<file path="config.mk">
export PLATFORM = sky130hd
export DESIGN_NAME = irq_vector_ctl
export DESIGN_NICKNAME = d
export VERILOG_FILES = /design/src/rtl/irq_vec_pkg.sv /design/src/rtl/irq_slot_gate.sv /design/src/rtl/irq_prio_pick.sv /design/src/rtl/irq_state_ctl.sv /design/src/rtl/irq_vector_ctl.sv
export SDC_FILE = /design/constraint.sdc
export NUM_CORES = 1
export LEC_CHECK = 0
export ABC_AREA = 1
export BUFFER_PORTS_ARGS = -buffer_cell sky130_fd_sc_hd__clkbuf_2
export CORE_AREA = 2 2 220 222
export DETAILED_ROUTE_END_ITERATION = 6
export DIE_AREA = 0 0 222 224
export PLACE_DENSITY = 0.38
export SLEW_MARGIN = 10
export SYNTH_ARGS = -nofsm -noshare
export SYNTH_HDL_FRONTEND = slang
export SYNTH_HIERARCHICAL = 1
export SYNTH_SLANG_ARGS = --single-unit
</file>
<file path="constraint.sdc">
create_clock -name clk -period 4.34 [get_ports clk]
set_input_delay 0 -clock clk [delete_from_list [all_inputs] [get_ports clk]]
set_output_delay 0 -clock clk [all_outputs]
set_load 0.02 [all_outputs]
</file>
<file path="src/rtl/irq_vec_pkg.sv">
package irq_vec_pkg;

  localparam int unsigned ADDR_W = 16;

  typedef enum logic [1:0] {
    CL_UNUSED = 2'd0,
    CL_RESET  = 2'd1,
    CL_NMI    = 2'd2,
    CL_MASK   = 2'd3
  } slot_class_e;

  // Class of a slot given the slot count and the first used slot.
  function automatic slot_class_e slot_class(int unsigned slot,
                                             int unsigned slots,
                                             int unsigned first_used);
    if (slot < first_used)       return CL_UNUSED;
    else if (slot == slots - 1)  return CL_RESET;
    else if (slot == slots - 2)  return CL_NMI;
    else                         return CL_MASK;
  endfunction

  // Word address of a slot's vector: base plus two bytes per slot.
  function automatic logic [ADDR_W-1:0] vec_of(logic [ADDR_W-1:0] base,
                                               int unsigned slot);
    return base + ADDR_W'(slot * 2);
  endfunction

  // True for fetches below the peripheral register limit.
  function automatic logic in_low_window(logic [ADDR_W-1:0] addr,
                                         logic [ADDR_W-1:0] limit);
    return addr < limit;
  endfunction

endpackage

</file>
<file path="src/rtl/irq_slot_gate.sv">
module irq_slot_gate
  import irq_vec_pkg::*;
#(
  parameter int unsigned SLOTS      = 32,
  parameter int unsigned GRP        = 8,
  parameter int unsigned FIRST_USED = 14
) (
  input  logic                  clk,
  input  logic                  rst,
  input  logic [SLOTS*GRP-1:0]  flags,
  input  logic [SLOTS*GRP-1:0]  enables,
  input  logic                  gie,
  input  logic                  rst_pend,
  output logic [SLOTS-1:0]      pend
);

  logic [SLOTS-1:0] member_hit;   // any enabled member flag, before class gating

  for (genvar s = 0; s < SLOTS; s++) begin : g_slot
    localparam slot_class_e CLS = slot_class(s, SLOTS, FIRST_USED);
    assign member_hit[s] = |(flags[s*GRP +: GRP] & enables[s*GRP +: GRP]);

    if (CLS == CL_UNUSED) begin : g_unused
      assign pend[s] = 1'b0;
    end else if (CLS == CL_RESET) begin : g_reset
      assign pend[s] = rst_pend;
    end else if (CLS == CL_NMI) begin : g_nmi
      assign pend[s] = member_hit[s];
    end else begin : g_mask
      assign pend[s] = member_hit[s] & gie;
      assert_mask_needs_gie_R6: assert property (@(posedge clk) disable iff (rst)
        pend[s] |-> (gie && member_hit[s]));
    end
  end

  // the (non)maskable slot follows its members even with the global enable clear.
  assert_nmi_ignores_gie_R5: assert property (@(posedge clk) disable iff (rst)
    (member_hit[SLOTS-2] && !gie) |-> pend[SLOTS-2]);

endmodule

</file>
<file path="src/rtl/irq_prio_pick.sv">
module irq_prio_pick #(
  parameter int unsigned SLOTS  = 32,
  localparam int unsigned SLOT_W = $clog2(SLOTS)
) (
  input  logic              rst,
  input  logic [SLOTS-1:0]  pend,
  output logic              valid,
  output logic [SLOT_W-1:0] idx
);

  // Ascending scan: the last pending slot seen, the highest number, wins.
  always_comb begin
    valid = 1'b0;
    idx   = '0;
    for (int i = 0; i < SLOTS; i++) begin
      if (pend[i]) begin
        valid = 1'b1;
        idx   = i[SLOT_W-1:0];
      end
    end
  end

  always_comb begin
    if (!rst) begin
      assert_pick_is_pending_R9: assert (!valid || pend[idx]);
      assert_pick_is_highest_R9: assert (!valid || ((pend >> idx) == SLOTS'(1)));
      assert_pick_valid_R9:      assert (valid == (pend != '0));
    end
  end

endmodule

</file>
<file path="src/rtl/irq_state_ctl.sv">
module irq_state_ctl #(
  parameter int unsigned SLOTS  = 32,
  localparam int unsigned SLOT_W = $clog2(SLOTS)
) (
  input  logic              clk,
  input  logic              rst,
  input  logic              ack,
  input  logic [SLOT_W-1:0] ack_slot,
  input  logic              gie_wr,
  input  logic              gie_wr_val,
  input  logic              rst_now,
  output logic              gie_q,
  output logic              rst_latch_q
);

  logic ack_reset;   // acknowledge of the reset slot
  assign ack_reset = ack && (ack_slot == SLOT_W'(SLOTS - 1));

  always_ff @(posedge clk) begin
    if (rst) begin
      gie_q       <= 1'b0;
      rst_latch_q <= 1'b1;
    end else begin
      if (ack)         gie_q <= 1'b0;
      else if (gie_wr) gie_q <= gie_wr_val;
      rst_latch_q <= rst_now | (rst_latch_q & ~ack_reset);
    end
  end

  assert_ack_clears_gie_R10_R11: assert property (@(posedge clk) disable iff (rst)
    ack |=> !gie_q);
  assert_cause_latched_R3: assert property (@(posedge clk) disable iff (rst)
    rst_now |=> rst_latch_q);
  assert_latch_holds_R3: assert property (@(posedge clk) disable iff (rst)
    (rst_latch_q && !ack) |=> rst_latch_q);

endmodule

</file>
<file path="src/rtl/irq_vector_ctl.sv">
module irq_vector_ctl
  import irq_vec_pkg::*;
#(
  parameter int unsigned SLOTS      = 32,
  parameter int unsigned GRP        = 8,
  parameter int unsigned FIRST_USED = 14,
  parameter int unsigned NRST       = 4,
  parameter logic [15:0] VEC_BASE   = 16'hFFC0,
  parameter logic [15:0] LOW_LIMIT  = 16'h0200,
  localparam int unsigned SLOT_W    = $clog2(SLOTS),
  localparam int unsigned FLAG_W    = SLOTS * GRP
) (
  input  logic              clk,
  input  logic              rst,
  input  logic [FLAG_W-1:0] src_flag,
  input  logic [FLAG_W-1:0] src_en,
  input  logic              gie_wr,
  input  logic              gie_wr_val,
  input  logic [NRST-1:0]   rst_src,
  input  logic              fetch_valid,
  input  logic [15:0]       fetch_addr,
  input  logic              ack,
  output logic              irq_o,
  output logic [15:0]       vec_addr_o,
  output logic [SLOT_W-1:0] slot_o,
  output logic              rst_req_o
);

  logic              low_fetch;     // fetch into the peripheral register window
  logic              rst_now;       // any reset cause this cycle
  logic              gie_q;
  logic              rst_latch_q;
  logic              rst_pend;      // reset slot pending
  logic [SLOTS-1:0]  pend;
  logic              pick_valid;
  logic [SLOT_W-1:0] pick_idx;

  assign low_fetch = fetch_valid && in_low_window(fetch_addr, LOW_LIMIT);
  assign rst_now   = (|rst_src) | low_fetch;
  assign rst_pend  = rst_now | rst_latch_q;

  irq_state_ctl #(.SLOTS(SLOTS)) u_state (
    .clk         (clk),
    .rst         (rst),
    .ack         (ack),
    .ack_slot    (slot_o),
    .gie_wr      (gie_wr),
    .gie_wr_val  (gie_wr_val),
    .rst_now     (rst_now),
    .gie_q       (gie_q),
    .rst_latch_q (rst_latch_q)
  );

  irq_slot_gate #(.SLOTS(SLOTS), .GRP(GRP), .FIRST_USED(FIRST_USED)) u_gate (
    .clk      (clk),
    .rst      (rst),
    .flags    (src_flag),
    .enables  (src_en),
    .gie      (gie_q),
    .rst_pend (rst_pend),
    .pend     (pend)
  );

  irq_prio_pick #(.SLOTS(SLOTS)) u_pick (
    .rst   (rst),
    .pend  (pend),
    .valid (pick_valid),
    .idx   (pick_idx)
  );

  always_ff @(posedge clk) begin
    if (rst) begin
      irq_o      <= 1'b0;
      slot_o     <= SLOT_W'(SLOTS - 1);
      vec_addr_o <= vec_of(VEC_BASE, SLOTS - 1);
      rst_req_o  <= 1'b1;
    end else begin
      irq_o      <= pick_valid;
      slot_o     <= pick_idx;
      vec_addr_o <= vec_of(VEC_BASE, int'(pick_idx));
      rst_req_o  <= rst_pend;
    end
  end

  assert_vec_matches_slot_R2: assert property (@(posedge clk) disable iff (rst)
    irq_o |-> (vec_addr_o == VEC_BASE + {slot_o, 1'b0}));
  assert_no_unused_slot_R8: assert property (@(posedge clk) disable iff (rst)
    irq_o |-> (slot_o >= SLOT_W'(FIRST_USED)));
  assert_cause_wins_R3_R4: assert property (@(posedge clk) disable iff (rst)
    rst_now |=> (rst_req_o && irq_o && slot_o == SLOT_W'(SLOTS - 1)));
  assert_mask_had_gie_R6: assert property (@(posedge clk) disable iff (rst)
    (irq_o && slot_o < SLOT_W'(SLOTS - 2)) |-> $past(gie_q));
  assert_reset_req_means_irq_R1: assert property (@(posedge clk) disable iff (rst)
    (rst_req_o && !$past(rst)) |-> (irq_o && slot_o == SLOT_W'(SLOTS - 1)));

endmodule

</file>
After elaboration in Yosys (flattened, before gate mapping) --
Cells that the tools add are included.
Cells by class: $add $sub $neg 1, $lt $le $gt $ge 1, equal/unequal tests 1, muxes and demuxes 36, bitwise operators 38, reductions and logical operators 21
Operators with widths (count):
- bitwise AND 8 bit | 17
- OR reduction 8 bit | 17
- 2-to-1 mux 5 bit | 16
- 2-to-1 mux 1 bit | 18
- bitwise AND 1 bit | 17
- < comparator 16 x 10 -> 1 bit, second input constant | 1
- adder 7 x 7 -> 8 bit, first input constant | 1
- 2-to-1 mux 4 bit | 2
- equality test 5 bit, second input constant | 1
- OR reduction 4 bit | 1
- OR 1 bit | 3
- logical AND 1 bit | 2
- OR reduction 2 bit | 1
- NOT 1 bit | 1
Storage, ports and cells: bits in registers 25, input bits 538, output and inout port bits 23, word-level logic and storage cells 104

Logic depth before layout (Yosys ltp) --
word-level depth 22, mapped depth 33, depth with buffers taken out 32

Cells and area by module --
Netlist, hierarchy kept.
By module, submodules not included:
- irq_slot_gate | times used 1, cells an instance 272, area each 1144.8 sq um, sequential area each 0.0 sq um
- irq_prio_pick | times used 1, cells an instance 106, area each 430.4 sq um, sequential area each 0.0 sq um
- irq_vector_ctl | times used 1, cells an instance 54, area each 396.6 sq um, sequential area each 140.1 sq um
- irq_state_ctl | times used 1, cells an instance 16, area each 96.3 sq um, sequential area each 40.0 sq um

Worst setup path before layout --
OpenSTA, ideal clock, no wires.
path kind register to register, start point register u_state.gie_q, end point register vec_addr_o[1], setup time 0.120 ns, data arrival time 1.530 ns, required time 4.220 ns, slack 2.690 ns, stages on the path, launching flop included 22, buffers on the path 1, clock period less this slack 1.650 ns, path through dfxtp_1 -> inv_2 -> buf_6 -> a21oi_2 -> inv_1 -> nand2_1 -> nand2_1 -> nand2_1 -> nand2_1 -> nand2_1 -> nand2_1 -> nand2_1 -> nand2_1 -> nand2_1 -> nand2_1 -> nand2_1 -> nand2_1 -> nand2_1 -> nand2_1 -> nand2_1 -> nand2_1 -> or2_1
On the way: elaborated cells between the ends (all ways) 33, those cells by class 1 x add/sub; 17 x mux; 15 x bitwise
RTL lines:
- from (decl) | line irq_state_ctl.sv:12 | output logic gie_q,
- from (signal assigned) | line irq_state_ctl.sv:25 | else if (gie_wr) gie_q <= gie_wr_val;
- bitwise AND 1 bit | line irq_slot_gate.sv:30 | assign pend[s] = member_hit[s] & gie;
- net pend[16] | line irq_vector_ctl.sv:34 | logic [SLOTS-1:0] pend;
- 2-to-1 mux 5 bit (16 in series) | line irq_prio_pick.sv:16 | if (pend[i]) begin
- net pick_idx[0] | line irq_vector_ctl.sv:36 | logic [SLOT_W-1:0] pick_idx;
- adder 7 x 7 -> 8 bit | line irq_vec_pkg.sv:25 | return base + ADDR_W'(slot * 2);
- to (signal assigned) | line irq_vector_ctl.sv:75 | vec_addr_o <= vec_of(VEC_BASE, SLOTS - 1);
- to (signal assigned) | line irq_vector_ctl.sv:80 | vec_addr_o <= vec_of(VEC_BASE, int'(pick_idx));
- to (decl) | line irq_vector_ctl.sv:24 | output logic [15:0] vec_addr_o,
The timed path passes the listed nets, and every way through them passes these cells. A chain may end at the register's enable or synchronous reset.

Final worst setup path --
start point register u_state.gie_q, end point register vec_addr_o[1]
On the way: longest elaborated chain between the ends 19, elaborated cells between the ends (all ways) 33, those cells by class 1 x add/sub; 17 x mux; 15 x bitwise
Ends and longest elaborated chain (line):
- bitwise AND 1 bit | irq_slot_gate.sv:30
- net pend[15] | irq_vector_ctl.sv:34
- 2-to-1 mux 4 bit | irq_prio_pick.sv:16
- 2-to-1 mux 5 bit (16 in series) | irq_prio_pick.sv:16
- net pick_idx[0] | irq_vector_ctl.sv:36
- adder 7 x 7 -> 8 bit | irq_vec_pkg.sv:25
The timed path passes the listed nets, and every way through them passes these cells.

==> flow_summary.yaml <==
layout:
  fin_area_um2: 4270
  n_fill_cell: 5625
  synthToLayoutAreaGrowth_pct: 106
  layout-drive-gt1-share: 0.435
  fin_util: 0.0901
  multi_input_area_um2: 1550
  nets: 1281
  regArea_um2: 180
worst_setup_path:
  crit_buf_inv: 2
  reg2reg_from: "u_state/gie_q$_SDFFE_PP0P_"
  max_stage_delay_ns: 0.44
  crit_fanout: 16
  cpMostUsedCell: "nand2_1"
  cp-startpoint: "u_state/gie_q$_SDFFE_PP0P_"
  crit_path_cell_trace: "inv_2, a21oi_2, inv_1, nand2_1, nand2_1, nand2_1, nand2_1, nand2_1, nand2_1, nand2_1, nand2_1, nand2_1, nand2_1, nand2_1, nand2_1, nand2_1, nand2_1, nand2_1, nand2_1, nand2_1, or2_1"
  rr_worst_depth: 21
  path_class: "reg -> reg"
  crit_end: "vec_addr_o[1]$_SDFF_PP1_"
  crit_family: "simple AND/OR/NAND/NOR gates"
  regToRegSetupSlack_ns: 2.08
  cp.arrival_ns: 2.38
  endpoint_kind: "register"
  reg2reg_to: "vec_addr_o[1]$_SDFF_PP1_"
  cp_slowest_cell: "inv_2"
  startpoint_type: "register"
  cp.depth: 21
  cp.required_ns: 4.46
sta:
  skew_ns: 0.000274
  timing.final.crit_share: 0.520
  hold_viol: 0
  slew_viol_final: 0
  max_freq_ghz: 0.443
  rsz0062_at_grt: "false"
  period_needed_ns: 2.26
  setup_violations: 0
  worstMarginPinSlew_ns: 0.604
  relSlewSlack: 0.597
  tns_ns: 0
synth:
  synth_edf_count: 0
  synth_warnings: 6
  postSynthAreaPerCell_um2: 4.62
  synth.area.top_cells: "nand2_1, buf_4, nor2_1"
  yosysTopAreaCell: "nand2_1"
  async_reset_ff_frac: 0
  ys_types: 24
  yosysMostFrequentCell: "nand2_1"
  synthCells: 448
  synth_top_area_share: 0.485
  synth-seq-cells: 9
  synth_common_cells: "nand2_1, nor2_1, inv_1"
  synth_area_um2: 2070
  synth_ff_type: "dfxtp_1"
  seq_area_frac_synth: 0.0871
die:
  core_um2: 47300
  initial_utilization: 0.0437
  rows: 80
  die-height_um: 224
  dieArea_um2: 49700
  die_w_um: 222
  io_pins: 561
clocking:
  ctsResizeCount: 0
  clk_latency_ns: 0.23
  cts_max_level: 1
  cts_buffers: 3
  clockBufferDepth: 2
  cts_sinks: 9
  cts-root-buf: "clkbuf_16"
  cts_tree: "yes"
  post-cts-setup-buffers: 0
  cts.clk_slew.worst_paths_ns: 0.04
  holdBufCountCts: 0
detailed_routing:
  ant_nets: 0
  via_per_inst: 2.48
  vias: 3379
  wirelength_mm: 13.2
  routedWlPerCell_um: 9.72
  first_pass_iters: 4
  drtIter0Drc: 56
  drc: 0
pwr:
  p_leak_nw: 2.54
  pwr_density_cell_nw_per_um2: 120
  peakVddDrop_v: 0.000147
status:
  status: "finished, final reports clean"
global_route:
  antenna_found_initial: 9
  grt_max_degree: 17
  grt_usage: 0.0508
  grt_pass1_wl_mm: 18.2
  grt-ovfl-total: 0
  grt_pass1_vias: 3262
placement:
  gp_congestion: 0.693
  io_buffers: 300
  dpl.hpwl_mm: 12.8
  placed_area_um2: 4180
flow_run:
  max_cap_violations: 0
worst_hold_path:
  hold_path_class: "in -> reg"
worst min-delay path by stage:
| stage | cells past startpoint | startpoint | endpoint | slack, ns |
|---|---|---|---|---|
| final | 3 | gie_wr_val | u_state/gie_q$_SDFFE_PP0P_ | 0.01 |
| after global routing | 3 | gie_wr_val | u_state/gie_q$_SDFFE_PP0P_ | 0.04 |
| after CTS | 3 | gie_wr_val | u_state/gie_q$_SDFFE_PP0P_ | 0.02 |
| after detailed placement | 3 | gie_wr_val | u_state/gie_q$_SDFFE_PP0P_ | 0.26 |
| after global placement | 3 | gie_wr_val | u_state/gie_q$_SDFFE_PP0P_ | 0.26 |
| after floorplan | 1 | rst | irq_o$_SDFF_PP0_ | 0.07 |
state kept, by name, indices dropped and copies added (netlist names):
signal	count
rst_req_o	1
irq_o	1
vec_addr_o	5
u_state/gie_q	1
u_state/rst_latch_q	1
cells in the final DEF, fill, tap and decap left out, types with 2 or more instances in the layout:
| master | instances |
|---|---|
| clkbuf_2 | 300 |
| inv_1 | 35 |
| nand2_1 | 267 |
| diode_2 | 4 |
| nand4_1 | 3 |
| nor2_1 | 58 |
| nand3_1 | 2 |
| dfxtp_1 | 9 |
| or2_1 | 4 |
| clkbuf_16 | 3 |
| conb_1 | 25 |
| inv_2 | 7 |
| a21oi_2 | 10 |
| a21oi_1 | 7 |
kinds of logic after synthesis:
family	synth area share
AO/OA/AOI/OAI	0.0720
buffers and inverters	0.204
flip-flops	0.0871
other	0.00544
AND/OR/NAND/NOR	0.631
worst register-to-register path, cell delays in order, from the launching register on:
cell     delay, ns
dfxtp_1       0.31
inv_2         0.44
a21oi_2       0.09
inv_1         0.07
nand2_1       0.06
nand2_1       0.05
nand2_1       0.09
nand2_1       0.07
nand2_1       0.06
nand2_1       0.06
nand2_1       0.04
nand2_1       0.05
nand2_1       0.09
nand2_1       0.07
nand2_1       0.05
nand2_1       0.05
nand2_1       0.07
nand2_1       0.06
nand2_1       0.05
nand2_1       0.08
nand2_1       0.05
or2_1         0.19
per-layer routing:
metal / global-route usage / vias up / share of wire
met3: 0.0182 / 18 / 0.12
li1: - / 1873 / -
met4: 0.00785 / 10 / 0.013
met5: 0 / - / 0.0052
met2: 0.0942 / 239 / 0.46
met1: 0.0562 / 1239 / 0.41
final cells by class:
| type | instances | area share |
|---|---|---|
| timing repair buffer | 300 | 0.352 |
| sequential | 9 | 0.0422 |
| antenna | 4 | 0.00235 |
| inverter | 44 | 0.0419 |
| multi-input combinational | 385 | 0.363 |
| clock buffer | 4 | 0.0185 |
| tap | 615 | 0.180 |
per-stage QoR:
stage / instances / hold WS (ns) / total power, W / setup WS [ns]
floorplan: 470 / 0.0714 / 0.000216 / 2.69
global route: 1358 / 0.0405 / 0.000565 / 1.70
global placement: 1353 / 0.258 / 0.000363 / 1.85
CTS: 1357 / 0.0166 / 0.000526 / 1.84
finish: 1361 / 0.0138 / 0.000514 / 2.08
detailed placement: 1353 / 0.259 / 0.000363 / 1.85
power breakdown:
group | internal [W] | switching, W
logic | 0.000139 | 0.000132
registers | 0.0000840 | 0.000000335
clock network | 0.000122 | 0.0000368
total | 0.000345 | 0.000169
Power figures use the tool's default switching activity.
